--- config.mk ---
export PLATFORM = sky130hd
export DESIGN_NAME = acc_cpu
export DESIGN_NICKNAME = d
export VERILOG_FILES = /design/src/rtl/acc_cpu_pkg.sv /design/src/rtl/acc_cpu_mem.sv /design/src/rtl/acc_cpu_alu.sv /design/src/rtl/acc_cpu_cond.sv /design/src/rtl/acc_cpu.sv
export SDC_FILE = /design/constraint.sdc
export NUM_CORES = 2
export LEC_CHECK = 0
export BUFFER_PORTS_ARGS = -buffer_cell sky130_fd_sc_hd__buf_2
export CORE_UTILIZATION = 45
export DETAILED_ROUTE_END_ITERATION = 12
export SETUP_SLACK_MARGIN = 0.2
export SLEW_MARGIN = 20
export SYNTH_ARGS = -nofsm -noshare
export SYNTH_HDL_FRONTEND = slang
export SYNTH_SLANG_ARGS = --single-unit
--- constraint.sdc ---
create_clock -name clk -period 12.5 [get_ports clk]
set_input_delay 3.75 -clock clk [delete_from_list [all_inputs] [get_ports clk]]
set_output_delay 3.75 -clock clk [all_outputs]
set_load 0.03 [all_outputs]
--- src/rtl/acc_cpu_pkg.sv ---
package acc_cpu_pkg;

   typedef enum logic [3:0] {
      OP_LOAD  = 4'd0,
      OP_STORE = 4'd1,
      OP_CLEAR = 4'd2,
      OP_ADD   = 4'd3,
      OP_INC   = 4'd4,
      OP_SUB   = 4'd5,
      OP_DEC   = 4'd6,
      OP_CMP   = 4'd7,
      OP_JMP   = 4'd8,
      OP_JGT   = 4'd9,
      OP_JEQ   = 4'd10,
      OP_JLT   = 4'd11,
      OP_JNE   = 4'd12,
      OP_IN    = 4'd13,
      OP_OUT   = 4'd14,
      OP_HALT  = 4'd15
   } opcode_e;

   typedef enum logic [2:0] {
      ST_IF1, ST_IF2, ST_DEC, ST_EX1, ST_EX2, ST_EX3, ST_HALT
   } state_e;

   typedef enum logic [1:0] {
      MC_IDLE, MC_FETCH, MC_STORE
   } memcmd_e;

   localparam int FLAG_GT = 2;
   localparam int FLAG_EQ = 1;
   localparam int FLAG_LT = 0;

endpackage

--- src/rtl/acc_cpu_mem.sv ---
module acc_cpu_mem
   import acc_cpu_pkg::*;
#(
   parameter int DATA_W = 16,
   parameter int AW     = 8
) (
   input  logic              clk,
   input  logic              rst_n,
   input  logic              mar_ld,
   input  logic [AW-1:0]     mar_in,
   input  logic              mdr_ld,
   input  logic [DATA_W-1:0] mdr_in,
   input  memcmd_e           cmd,
   input  logic              pre_we,
   input  logic [AW-1:0]     pre_addr,
   input  logic [DATA_W-1:0] pre_data,
   output logic [DATA_W-1:0] mdr_q
);
   localparam int DEPTH = 1 << AW;

   generate
      if (AW < 1 || AW > 12) begin : g_bad_aw
         $error("acc_cpu_mem: AW out of range");
      end
   endgenerate

   logic [DATA_W-1:0] cells [DEPTH];
   logic [AW-1:0]     mar_q;

   always_ff @(posedge clk) begin
      if (!rst_n) begin
         mar_q <= '0;
         mdr_q <= '0;
      end else begin
         if (mar_ld) mar_q <= mar_in;
         if (cmd == MC_FETCH)  mdr_q <= cells[mar_q];
         else if (mdr_ld)      mdr_q <= mdr_in;
      end
   end

   // single write port: preload has priority over the processor store
   always_ff @(posedge clk) begin
      if (pre_we)                           cells[pre_addr] <= pre_data;
      else if (rst_n && cmd == MC_STORE)    cells[mar_q]    <= mdr_q;
   end

   AST_FETCH_NOT_LOAD: assert property (@(posedge clk) disable iff (!rst_n)
      (cmd == MC_FETCH) |-> !mdr_ld);

endmodule

--- src/rtl/acc_cpu_alu.sv ---
module acc_cpu_alu
   import acc_cpu_pkg::*;
#(
   parameter int DATA_W     = 16,
   parameter bit CMP_SIGNED = 1'b0
) (
   input  opcode_e           op,
   input  logic [DATA_W-1:0] acc,
   input  logic [DATA_W-1:0] opnd,
   output logic [DATA_W-1:0] res,
   output logic [2:0]        flags
);
   localparam int NCAND = 16;

   logic [DATA_W-1:0] cand [NCAND];
   logic gt, eq;

   // every candidate computed in parallel; opcode picks one
   always_comb begin
      for (int i = 0; i < NCAND; i++) cand[i] = opnd;
      cand[OP_LOAD]  = opnd;
      cand[OP_ADD]   = acc + opnd;
      cand[OP_SUB]   = acc - opnd;
      cand[OP_CLEAR] = '0;
      cand[OP_INC]   = opnd + 1'b1;
      cand[OP_DEC]   = opnd - 1'b1;
      res = cand[op];
   end

   generate
      if (CMP_SIGNED) begin : g_cmp_signed
         assign gt = $signed(opnd) > $signed(acc);
      end else begin : g_cmp_unsigned
         assign gt = opnd > acc;
      end
   endgenerate

   assign eq = (opnd == acc);

   always_comb begin
      flags          = '0;
      flags[FLAG_GT] = gt;
      flags[FLAG_EQ] = eq;
      flags[FLAG_LT] = !gt && !eq;
   end

endmodule

--- src/rtl/acc_cpu_cond.sv ---
module acc_cpu_cond (
   input  logic       clk,
   input  logic       rst_n,
   input  logic       we,
   input  logic [2:0] flags_in,
   output logic [2:0] cond_q
);
   always_ff @(posedge clk) begin
      if (!rst_n)  cond_q <= 3'b000;
      else if (we) cond_q <= flags_in;
   end

   AST_COND_ONE_SET: assert property (@(posedge clk) disable iff (!rst_n)
      we |=> ($countones(cond_q) == 1));
   AST_COND_AT_MOST_ONE: assert property (@(posedge clk) disable iff (!rst_n)
      $onehot0(cond_q));
   AST_COND_HELD: assert property (@(posedge clk) disable iff (!rst_n)
      !we |=> $stable(cond_q));

endmodule

--- src/rtl/acc_cpu.sv ---
module acc_cpu
   import acc_cpu_pkg::*;
#(
   parameter int DATA_W     = 16,
   parameter int OP_W       = 4,
   parameter int MEM_AW     = 8,
   parameter bit CMP_SIGNED = 1'b0
) (
   input  logic              clk,
   input  logic              rst_n,
   input  logic              pre_we,
   input  logic [MEM_AW-1:0] pre_addr,
   input  logic [DATA_W-1:0] pre_data,
   input  logic              in_valid,
   input  logic [DATA_W-1:0] in_data,
   output logic              out_strobe,
   output logic [DATA_W-1:0] out_data,
   output logic              halted
);
   localparam int FIELD_W = DATA_W - OP_W;

   generate
      if (OP_W != 4) begin : g_bad_op
         $error("acc_cpu: opcode map needs OP_W of 4");
      end
      if (MEM_AW > FIELD_W) begin : g_bad_field
         $error("acc_cpu: memory address wider than address field");
      end
   endgenerate

   state_e              state_q;
   logic [MEM_AW-1:0]   pc_q;
   opcode_e             op_q;
   logic [MEM_AW-1:0]   addr_q;
   logic [DATA_W-1:0]   acc_q;
   logic [2:0]          cond_q;

   logic                mar_ld, mdr_ld;
   logic [MEM_AW-1:0]   mar_in;
   logic [DATA_W-1:0]   mdr_in, mdr_q;
   memcmd_e             cmd;
   logic [DATA_W-1:0]   alu_res;
   logic [2:0]          alu_flags;
   logic                cond_we, take_jump;

   acc_cpu_mem #(.DATA_W(DATA_W), .AW(MEM_AW)) u_mem (
      .clk(clk), .rst_n(rst_n),
      .mar_ld(mar_ld), .mar_in(mar_in),
      .mdr_ld(mdr_ld), .mdr_in(mdr_in), .cmd(cmd),
      .pre_we(pre_we), .pre_addr(pre_addr), .pre_data(pre_data),
      .mdr_q(mdr_q)
   );

   acc_cpu_alu #(.DATA_W(DATA_W), .CMP_SIGNED(CMP_SIGNED)) u_alu (
      .op(op_q), .acc(acc_q), .opnd(mdr_q),
      .res(alu_res), .flags(alu_flags)
   );

   acc_cpu_cond u_cond (
      .clk(clk), .rst_n(rst_n), .we(cond_we),
      .flags_in(alu_flags), .cond_q(cond_q)
   );

   assign cond_we = (state_q == ST_EX2) && (op_q == OP_CMP);

   always_comb begin
      case (op_q)
         OP_JMP:  take_jump = 1'b1;
         OP_JGT:  take_jump = cond_q[FLAG_GT];
         OP_JEQ:  take_jump = cond_q[FLAG_EQ];
         OP_JLT:  take_jump = cond_q[FLAG_LT];
         OP_JNE:  take_jump = !cond_q[FLAG_EQ];
         default: take_jump = 1'b0;
      endcase
   end

   // fetch/store controller commands
   always_comb begin
      mar_ld = 1'b0;
      mar_in = pc_q;
      mdr_ld = 1'b0;
      mdr_in = acc_q;
      cmd    = MC_IDLE;
      case (state_q)
         ST_IF1: mar_ld = 1'b1;
         ST_IF2: cmd = MC_FETCH;
         ST_DEC: begin
            mar_ld = 1'b1;
            mar_in = mdr_q[MEM_AW-1:0];
         end
         ST_EX1: begin
            case (op_q)
               OP_LOAD, OP_ADD, OP_SUB, OP_CMP,
               OP_CLEAR, OP_INC, OP_DEC, OP_OUT: cmd = MC_FETCH;
               OP_STORE: mdr_ld = 1'b1;
               OP_IN: begin
                  mdr_ld = in_valid;
                  mdr_in = in_data;
               end
               default: ;
            endcase
         end
         ST_EX2: begin
            case (op_q)
               OP_STORE, OP_IN: cmd = MC_STORE;
               OP_CLEAR, OP_INC, OP_DEC: begin
                  mdr_ld = 1'b1;
                  mdr_in = alu_res;
               end
               default: ;
            endcase
         end
         ST_EX3: cmd = MC_STORE;
         default: ;
      endcase
   end

   always_ff @(posedge clk) begin
      if (!rst_n) begin
         state_q    <= ST_IF1;
         pc_q       <= '0;
         op_q       <= OP_LOAD;
         addr_q     <= '0;
         acc_q      <= '0;
         halted     <= 1'b0;
         out_strobe <= 1'b0;
         out_data   <= '0;
      end else begin
         out_strobe <= 1'b0;
         case (state_q)
            ST_IF1: state_q <= ST_IF2;
            ST_IF2: state_q <= ST_DEC;
            ST_DEC: begin
               op_q    <= opcode_e'(mdr_q[DATA_W-1 -: OP_W]);
               addr_q  <= mdr_q[MEM_AW-1:0];
               pc_q    <= pc_q + 1'b1;
               state_q <= ST_EX1;
            end
            ST_EX1: begin
               case (op_q)
                  OP_JMP, OP_JGT, OP_JEQ, OP_JLT, OP_JNE: begin
                     if (take_jump) pc_q <= addr_q;
                     state_q <= ST_IF1;
                  end
                  OP_HALT: begin
                     halted  <= 1'b1;
                     state_q <= ST_HALT;
                  end
                  OP_IN: if (in_valid) state_q <= ST_EX2;
                  default: state_q <= ST_EX2;
               endcase
            end
            ST_EX2: begin
               case (op_q)
                  OP_LOAD, OP_ADD, OP_SUB: begin
                     acc_q   <= alu_res;
                     state_q <= ST_IF1;
                  end
                  OP_OUT: begin
                     out_data   <= mdr_q;
                     out_strobe <= 1'b1;
                     state_q    <= ST_IF1;
                  end
                  OP_CLEAR, OP_INC, OP_DEC: state_q <= ST_EX3;
                  default: state_q <= ST_IF1;
               endcase
            end
            ST_EX3: state_q <= ST_IF1;
            default: state_q <= ST_HALT;
         endcase
      end
   end

   AST_STROBE_ONE_CYCLE: assert property (@(posedge clk) disable iff (!rst_n)
      out_strobe |=> !out_strobe);
   AST_HALT_STICKY: assert property (@(posedge clk) disable iff (!rst_n)
      halted |=> halted);
   AST_HALT_PC_FROZEN: assert property (@(posedge clk) disable iff (!rst_n)
      halted |=> $stable(pc_q));
   AST_HALT_NO_OUTPUT: assert property (@(posedge clk) disable iff (!rst_n)
      halted |-> !out_strobe);
   AST_IN_STALL_HOLDS_PC: assert property (@(posedge clk) disable iff (!rst_n)
      (state_q == ST_EX1 && op_q == OP_IN && !in_valid) |=> $stable(pc_q));
   AST_ACC_ONLY_ON_ARITH: assert property (@(posedge clk) disable iff (!rst_n)
      (op_q == OP_CLEAR || op_q == OP_INC || op_q == OP_DEC) |=> $stable(acc_q));

endmodule

# Word level (Yosys, flattened, before mapping)
# Memories as Yosys holds them, arrays and structs flattened. A register that Yosys moved wholly into a read port is not among the register bits.
# Cells that the tools add are included.
[word_totals]
ff_bits = 84
mem_bits_rw = 4096
out_inout_bits = 18
n_memories = 1
[classes]
add_sub_neg = 5
magnitude_cmp = 2
eq_ne = 26
mux = 35
bitwise_logic = 1
n_reduce_logical = 22
[mem_list]
columns = ["memory", "depth", "width", "read_ports", "rd_ports_with_merged_regs", "write_ports", "line_no", "text"]
rows = [
  ["u_mem.cells", 256, 16, 1, 1, 1, "acc_cpu_mem.sv:27", "logic [DATA_W-1:0] cells [DEPTH];"],
]
[op_table]
columns = ["cell", "count"]
rows = [
  ["2-to-1 mux 16 bit", 7],
  ["binary-select mux 16 bit (select 4 bit)", 1],
  ["2-to-1 mux 8 bit", 6],
  ["equality test 4 bit, second input constant", 8],
  ["case mux 16 bit (2 select lines)", 1],
  ["case mux 3 bit (6 select lines)", 1],
  ["adder 16 x 1 -> 16 bit, second input constant", 1],
  ["adder 16 bit", 1],
  ["equality test 16 bit", 1],
  ["equality test 4 x 3 -> 1 bit, second input constant", 4],
  ["greater-than comparator 16 bit", 1],
  ["case mux 8 bit (2 select lines)", 1],
  ["OR reduction 16 bit", 1],
  ["subtractor 16 x 1 -> 16 bit, second input constant", 1],
  ["subtractor 16 bit", 1],
  ["2-to-1 mux 1 bit", 10],
  ["case mux 3 bit (3 select lines)", 1],
  ["adder 8 x 1 -> 8 bit, second input constant", 1],
  ["equality test 4 x 2 -> 1 bit, second input constant", 2],
  ["case mux 2 bit (4 select lines)", 1],
  ["AND reduction 2 bit", 4],
  ["OR reduction 8 bit", 1],
  ["equality test 3 x 2 -> 1 bit, second input constant", 2],
  ["equality test 3 bit, second input constant", 2],
  ["22 further kinds", 31],
]

# Logic depth before layout (Yosys ltp)
[logic_depth]
ltp_word = 11
mapped_depth = 13
mapped_depth_nobuf = 12

# Modules after synthesis
# A second synthesis with hierarchy kept.
[hier_totals]
cells_unflattened = 8049
area_unflattened_um2 = 165447.4
[by_module_without_submodules]
columns = ["mod", "instances", "cells_per_inst", "area_per_inst_um2", "seq_area_each_um2"]
rows = [
  ["acc_cpu_mem", 1, 7252, 159462.9, 123638.6],
  ["acc_cpu", 1, 364, 2945.3, 1141.1],
  ["acc_cpu_alu", 1, 424, 2930.3, 0.0],
  ["acc_cpu_cond", 1, 9, 108.9, 60.1],
]

# Worst setup path after synthesis
# Ideal clock, no wire load.
[synth_path]
path_kind = "in2reg"
startpoint = "input port rst_n"
endpoint = "memory u_mem.cells[0][8], data pin"
arrival_time_ns = 6.606
required_ns = 11.943
setup_slack_ns = 5.337
path_stages = 7
path_cell_list = "o2111ai_2 -> nor2_1 -> buf_2 -> buf_2 -> buf_4 -> buf_2 -> mux2_2"
[synth_via]
elab_chain_len = 6
[synth_rtl]
columns = ["element", "line_no", "text"]
rows = [
  ["from (decl)", "acc_cpu.sv:10", "input logic rst_n,"],
  ["logical AND 1 bit", "acc_cpu_mem.sv:44", "else if (rst_n && cmd == MC_STORE) cells[mar_q] <= mdr_q;"],
  ["2-to-1 mux 1 bit", "acc_cpu_mem.sv:44", ""],
  ["2-to-1 mux 1 bit", "acc_cpu_mem.sv:43", "if (pre_we) cells[pre_addr] <= pre_data;"],
  ["2-to-1 mux 1 bit (not written as such)", "acc_cpu_mem.sv:44", ""],
  ["OR reduction 16 bit (no source line)", "-", ""],
  ["2-to-1 mux 16 bit (no source line)", "-", ""],
  ["to (decl)", "acc_cpu_mem.sv:27", ""],
]
# Every way passes these cells.

# Worst setup path after layout
[layout_path]
startpoint = "input port rst_n"
endpoint = "memory u_mem.cells[145][5], enable pin"
[layout_via]
elab_chain_len = 6
elab_cells_between_ends = 7
[layout_rtl]
columns = ["element", "line_no"]
rows = [
  ["logical AND 1 bit (*)", "acc_cpu_mem.sv:44"],
  ["2-to-1 mux 1 bit (*)", "acc_cpu_mem.sv:44"],
  ["2-to-1 mux 1 bit (*)", "acc_cpu_mem.sv:43"],
  ["2-to-1 mux 1 bit (not written as such) (*)", "acc_cpu_mem.sv:44"],
  ["OR reduction 16 bit (no source line)", "-"],
  ["2-to-1 mux 8 bit (no source line) / 2-to-1 mux 1 bit (equally long branches)", "-"],
]
# Every way passes the cells marked *; elsewhere a longest branch is shown, timed or not.

==> impl_results.md <==
* Status: complete, no violations
* Max-slew violation count at 0
* Die ar. at 367000 sq um
* Worst Setup End Kind: flop
* Worst-Margin Slew at roughly 1300 ps
* Setup TNS at 0 ps
* Compound-Gate Fraction of Synth Area at 1.66%
* Clock-pin slew on the worst setup and hold paths at around 60 ps
* CP Class: primary input to flop
* Row cnt at ~220
* FMAX at 0.131 GHz
* Setup-failing EPs final at 0
* Synth warn at 0
* Clock share of power at between 40% and 50%
* Num ports at 62
* Worst IR Drop VDD at between 0.0001 and 0.00015 V
* Hold Startpoint: out_data[7]
* HPWL Detailed at 263000 microns
* Post-synth EDFFs at between 4000 and 5000
* Unrepaired setup endpoints after global routing: false
* Area grow syn2layout at 12.5%
* Arr. time, crit path at between 8000 and 9000 ps
* Post-synthesis instance area at 164000 sq um
* First-pass DRT Iterations at 5
* Area of the core at 363000 sq um
* Global-route wire length before repair at 613000 microns
* Int Pwr at about 24 mW
* Mapped Nets at 7391
* TritonCTS clock tree: yes
* Avg WL per Cell at around 35 microns
* Max-Slew Margin vs Limit at 15.5%
* Hold Path Cell Cnt at 2
* Period minus WS final at between 7000 and 8000 ps
* P_sw at 6.98 mW
* Synth Area in XOR/XNOR at 0.133%
* Most common flop cell mapped by yosys: edfxtp_1
* 1st-iter DRT viols at 10026
* Multiplexer share of the synthesized area at 18.3%
* Sequential share of power at 50.4%
* Residual DRC count at 0
* Fill cell count at 27932
* Largest area contributor in the netlist: edfxtp_1
* Clock Latency Late Sink at 960 ps
* Vias in the first global route at 78261
* Mapped Cells at 7310
* Cts bufs inserted at 409
* Post-CTS Setup Inserts at 0
* Final Hold Viols at 0
* Worst Path Max Fanout at 29
* Flops & latches, synth at approximately 4200
* Cell Pwr Density at 167 nW/um^2
* Clock Sinks at 4188
* Die Height at 606 microns
* Final Util at 50.9%
* DIE WIDTH at 606 microns
* Clock root buffer: clkbuf_16
* Worst min-delay path class: flop to flop
* Final GP Congestion at 0.907
* Reg area at about 120000 sq um
* # port buffers at 61
* Initial antenna violation count at 25
* Largest net degree at the start of global routing at 192
* Layout Nets at 7592
* Leak at between 50 and 60 nW
* Final period util at 61.0%
* Reg2Reg Depth at 10
* Final WL at between 400000 and 500000 microns
* Synth cell types at 80
* Synth top area share at 74.9%
* Syn_area_per_cell at roughly 22 sq um
* Hold Buf Count CTS at 0
* Clk buf depth at 4
* Max-Cap Viols at 0
* Footprint of the multi-input gates at ~38000 sq um
* H-tree levels at 5
* Reg2reg start: op_q[0]
* Global route overflow at 0
* Layout cell share with drive strength beyond 1 at approximately 31%
* Final ANT Viol Nets at 0
* GRT Total Usage at between 20% and 30%
* Top cells by area, synth: edfxtp_1 75%, mux4_2 18%, dfxtp_1 1.1%
* PostCTS Resize Cnt at 0
* DR vias at 78830
* Sequential cell area fraction in the yosys report at 76.0%
* Starting Density at approximately 45%
* Largest family of logic cells by synthesized area: multiplexers
* Simple-gate share of the synthesized area at 2.18%
* Worst Hold End: out_data[7]
* Reg2Reg Setup Slack at 6430 ps
* Vias/cell at 6.23
* Critical Path RT at 13050 ps
* FFs w/ async S/R, synth at 0%
* Comb pwr share at 8.3%
* R2r endpoint: u_mem.cells[145][5]
* Most numerous cell in the Yosys netlist: edfxtp_1
* Adder-Cell Fraction of Synth Area at less than 1%
* Final Skew at between 40 and 50 ps
* CP Launch Type: primary input
* Synth cell count leaders: 4096 x edfxtp_1, 1290 x mux4_2, 357 x nor2_1, 172 x buf_2, 159 x clkbuf_1
* Switching portion of total power at 22.7%
## logic make-up (layout without fill, tap and decap cells)
family | after synthesis | count (layout)
buffers and inverters | 482 | 1018
AND/OR/NAND/NOR | 778 | 778
other | 0 | 7
adder cells (fa/ha/maj) | 37 | 37
XOR/XNOR | 25 | 25
AO/OA/AOI/OAI | 414 | 414
multiplexers | 1386 | 1386
flip-flops | 4188 | 4188
## layout by cell type, fill, tap and decap left out, types with 21 or more instances in the layout
cell type,instances
nand3_1,38
nor2_2,226
edfxtp_1,4096
dfxtp_1,85
or3_1,24
clkinv_1,67
nand2_1,148
a22oi_1,27
clkinvlp_4,23
nor4_1,28
clkbuf_1,67
ha_1,35
a21oi_1,103
buf_2,61
or2_2,25
bufinv_16,59
buf_12,28
nor2_1,127
clkinv_2,71
buf_4,133
clkbuf_16,418
mux2i_1,75
o21ai_0,82
nor3_1,50
xnor2_1,21
mux4_2,1290
a211oi_1,31
inv_1,46
## per-stage QoR
stage               area (sq um)  setup slack, ps  hold slack [ps]  std cells  power, mW
detailed placement        171000             4040              442      11891       18.4
global route              185000             4710              478      12641       31.5
finish                    185000             4870              448      12647       30.8
global placement          171000             4020              437      11891       18.4
CTS                       185000             5020              452      12637       30.9
floorplan                 164000             5340              433       7310       17.3
## flip-flops by register name, indices dropped and copies added, names as in the netlist, 4 cells and up, named ones only
register and cells:
u_mem.cells 4096, acc_q 16, out_data 16, u_mem.mdr_q 16
addr_q 8, pc_q 8, u_mem.mar_q 8, op_q 4
## worst max-delay path by stage
stage | start | to | slack, ps | cells past startpoint
finish | rst_n | u_mem.cells[145][5] | 4870 | 9
global route | rst_n | u_mem.cells[145][10] | 4710 | 9
CTS | rst_n | u_mem.cells[145][10] | 5020 | 9
detailed placement | rst_n | u_mem.cells[144][0] | 4040 | 9
global placement | rst_n | u_mem.cells[238][5] | 4020 | 9
floorplan | rst_n | u_mem.cells[0][8] | 5340 | 7
## power by group through the flow
stage / logic [mW] / registers [mW] / clock network (mW)
6_report: 2.56 / 15.5 / 12.7
5_1_grt: 2.65 / 15.5 / 13.3
4_1_cts: 2.57 / 15.5 / 12.8
3_5_place_dp: 2.56 / 15.8 / 0
3_3_place_gp: 2.55 / 15.8 / 0
2_1_floorplan: 1.56 / 15.8 / 0
## cell type report
type,instances,area share (%)
Sequential cell,4188,67.6
Multi-Input combinational cell,2640,20.5
Clock buffer,492,5.85
Tap cell,4794,3.25
Clock inverter,254,1.61
Timing Repair Buffer,225,1.05
Inverter,47,0.0955
Antenna cell,7,0.00949
## per-layer routing
layer | track usage [%] | wire length [microns] | vias up
met3 | 4.64 | 38400 | 659
met4 | 6.93 | 14300 | 10
met5 | 0 | 61 | -
met2 | 36.9 | 205000 | 3902
met1 | 34.2 | 179000 | 42781
li1 | - | - | 31478
## critical path, cell delays in order
cell and delay, ps:
buf_2 80, buf_4 340, o2111ai_2 490, nor2_4 620
buf_4 560, nand3_1 180, a21oi_1 260, nand2_1 660
nor2_2 1140
No activity file was read; power rests on OpenSTA's default activity.
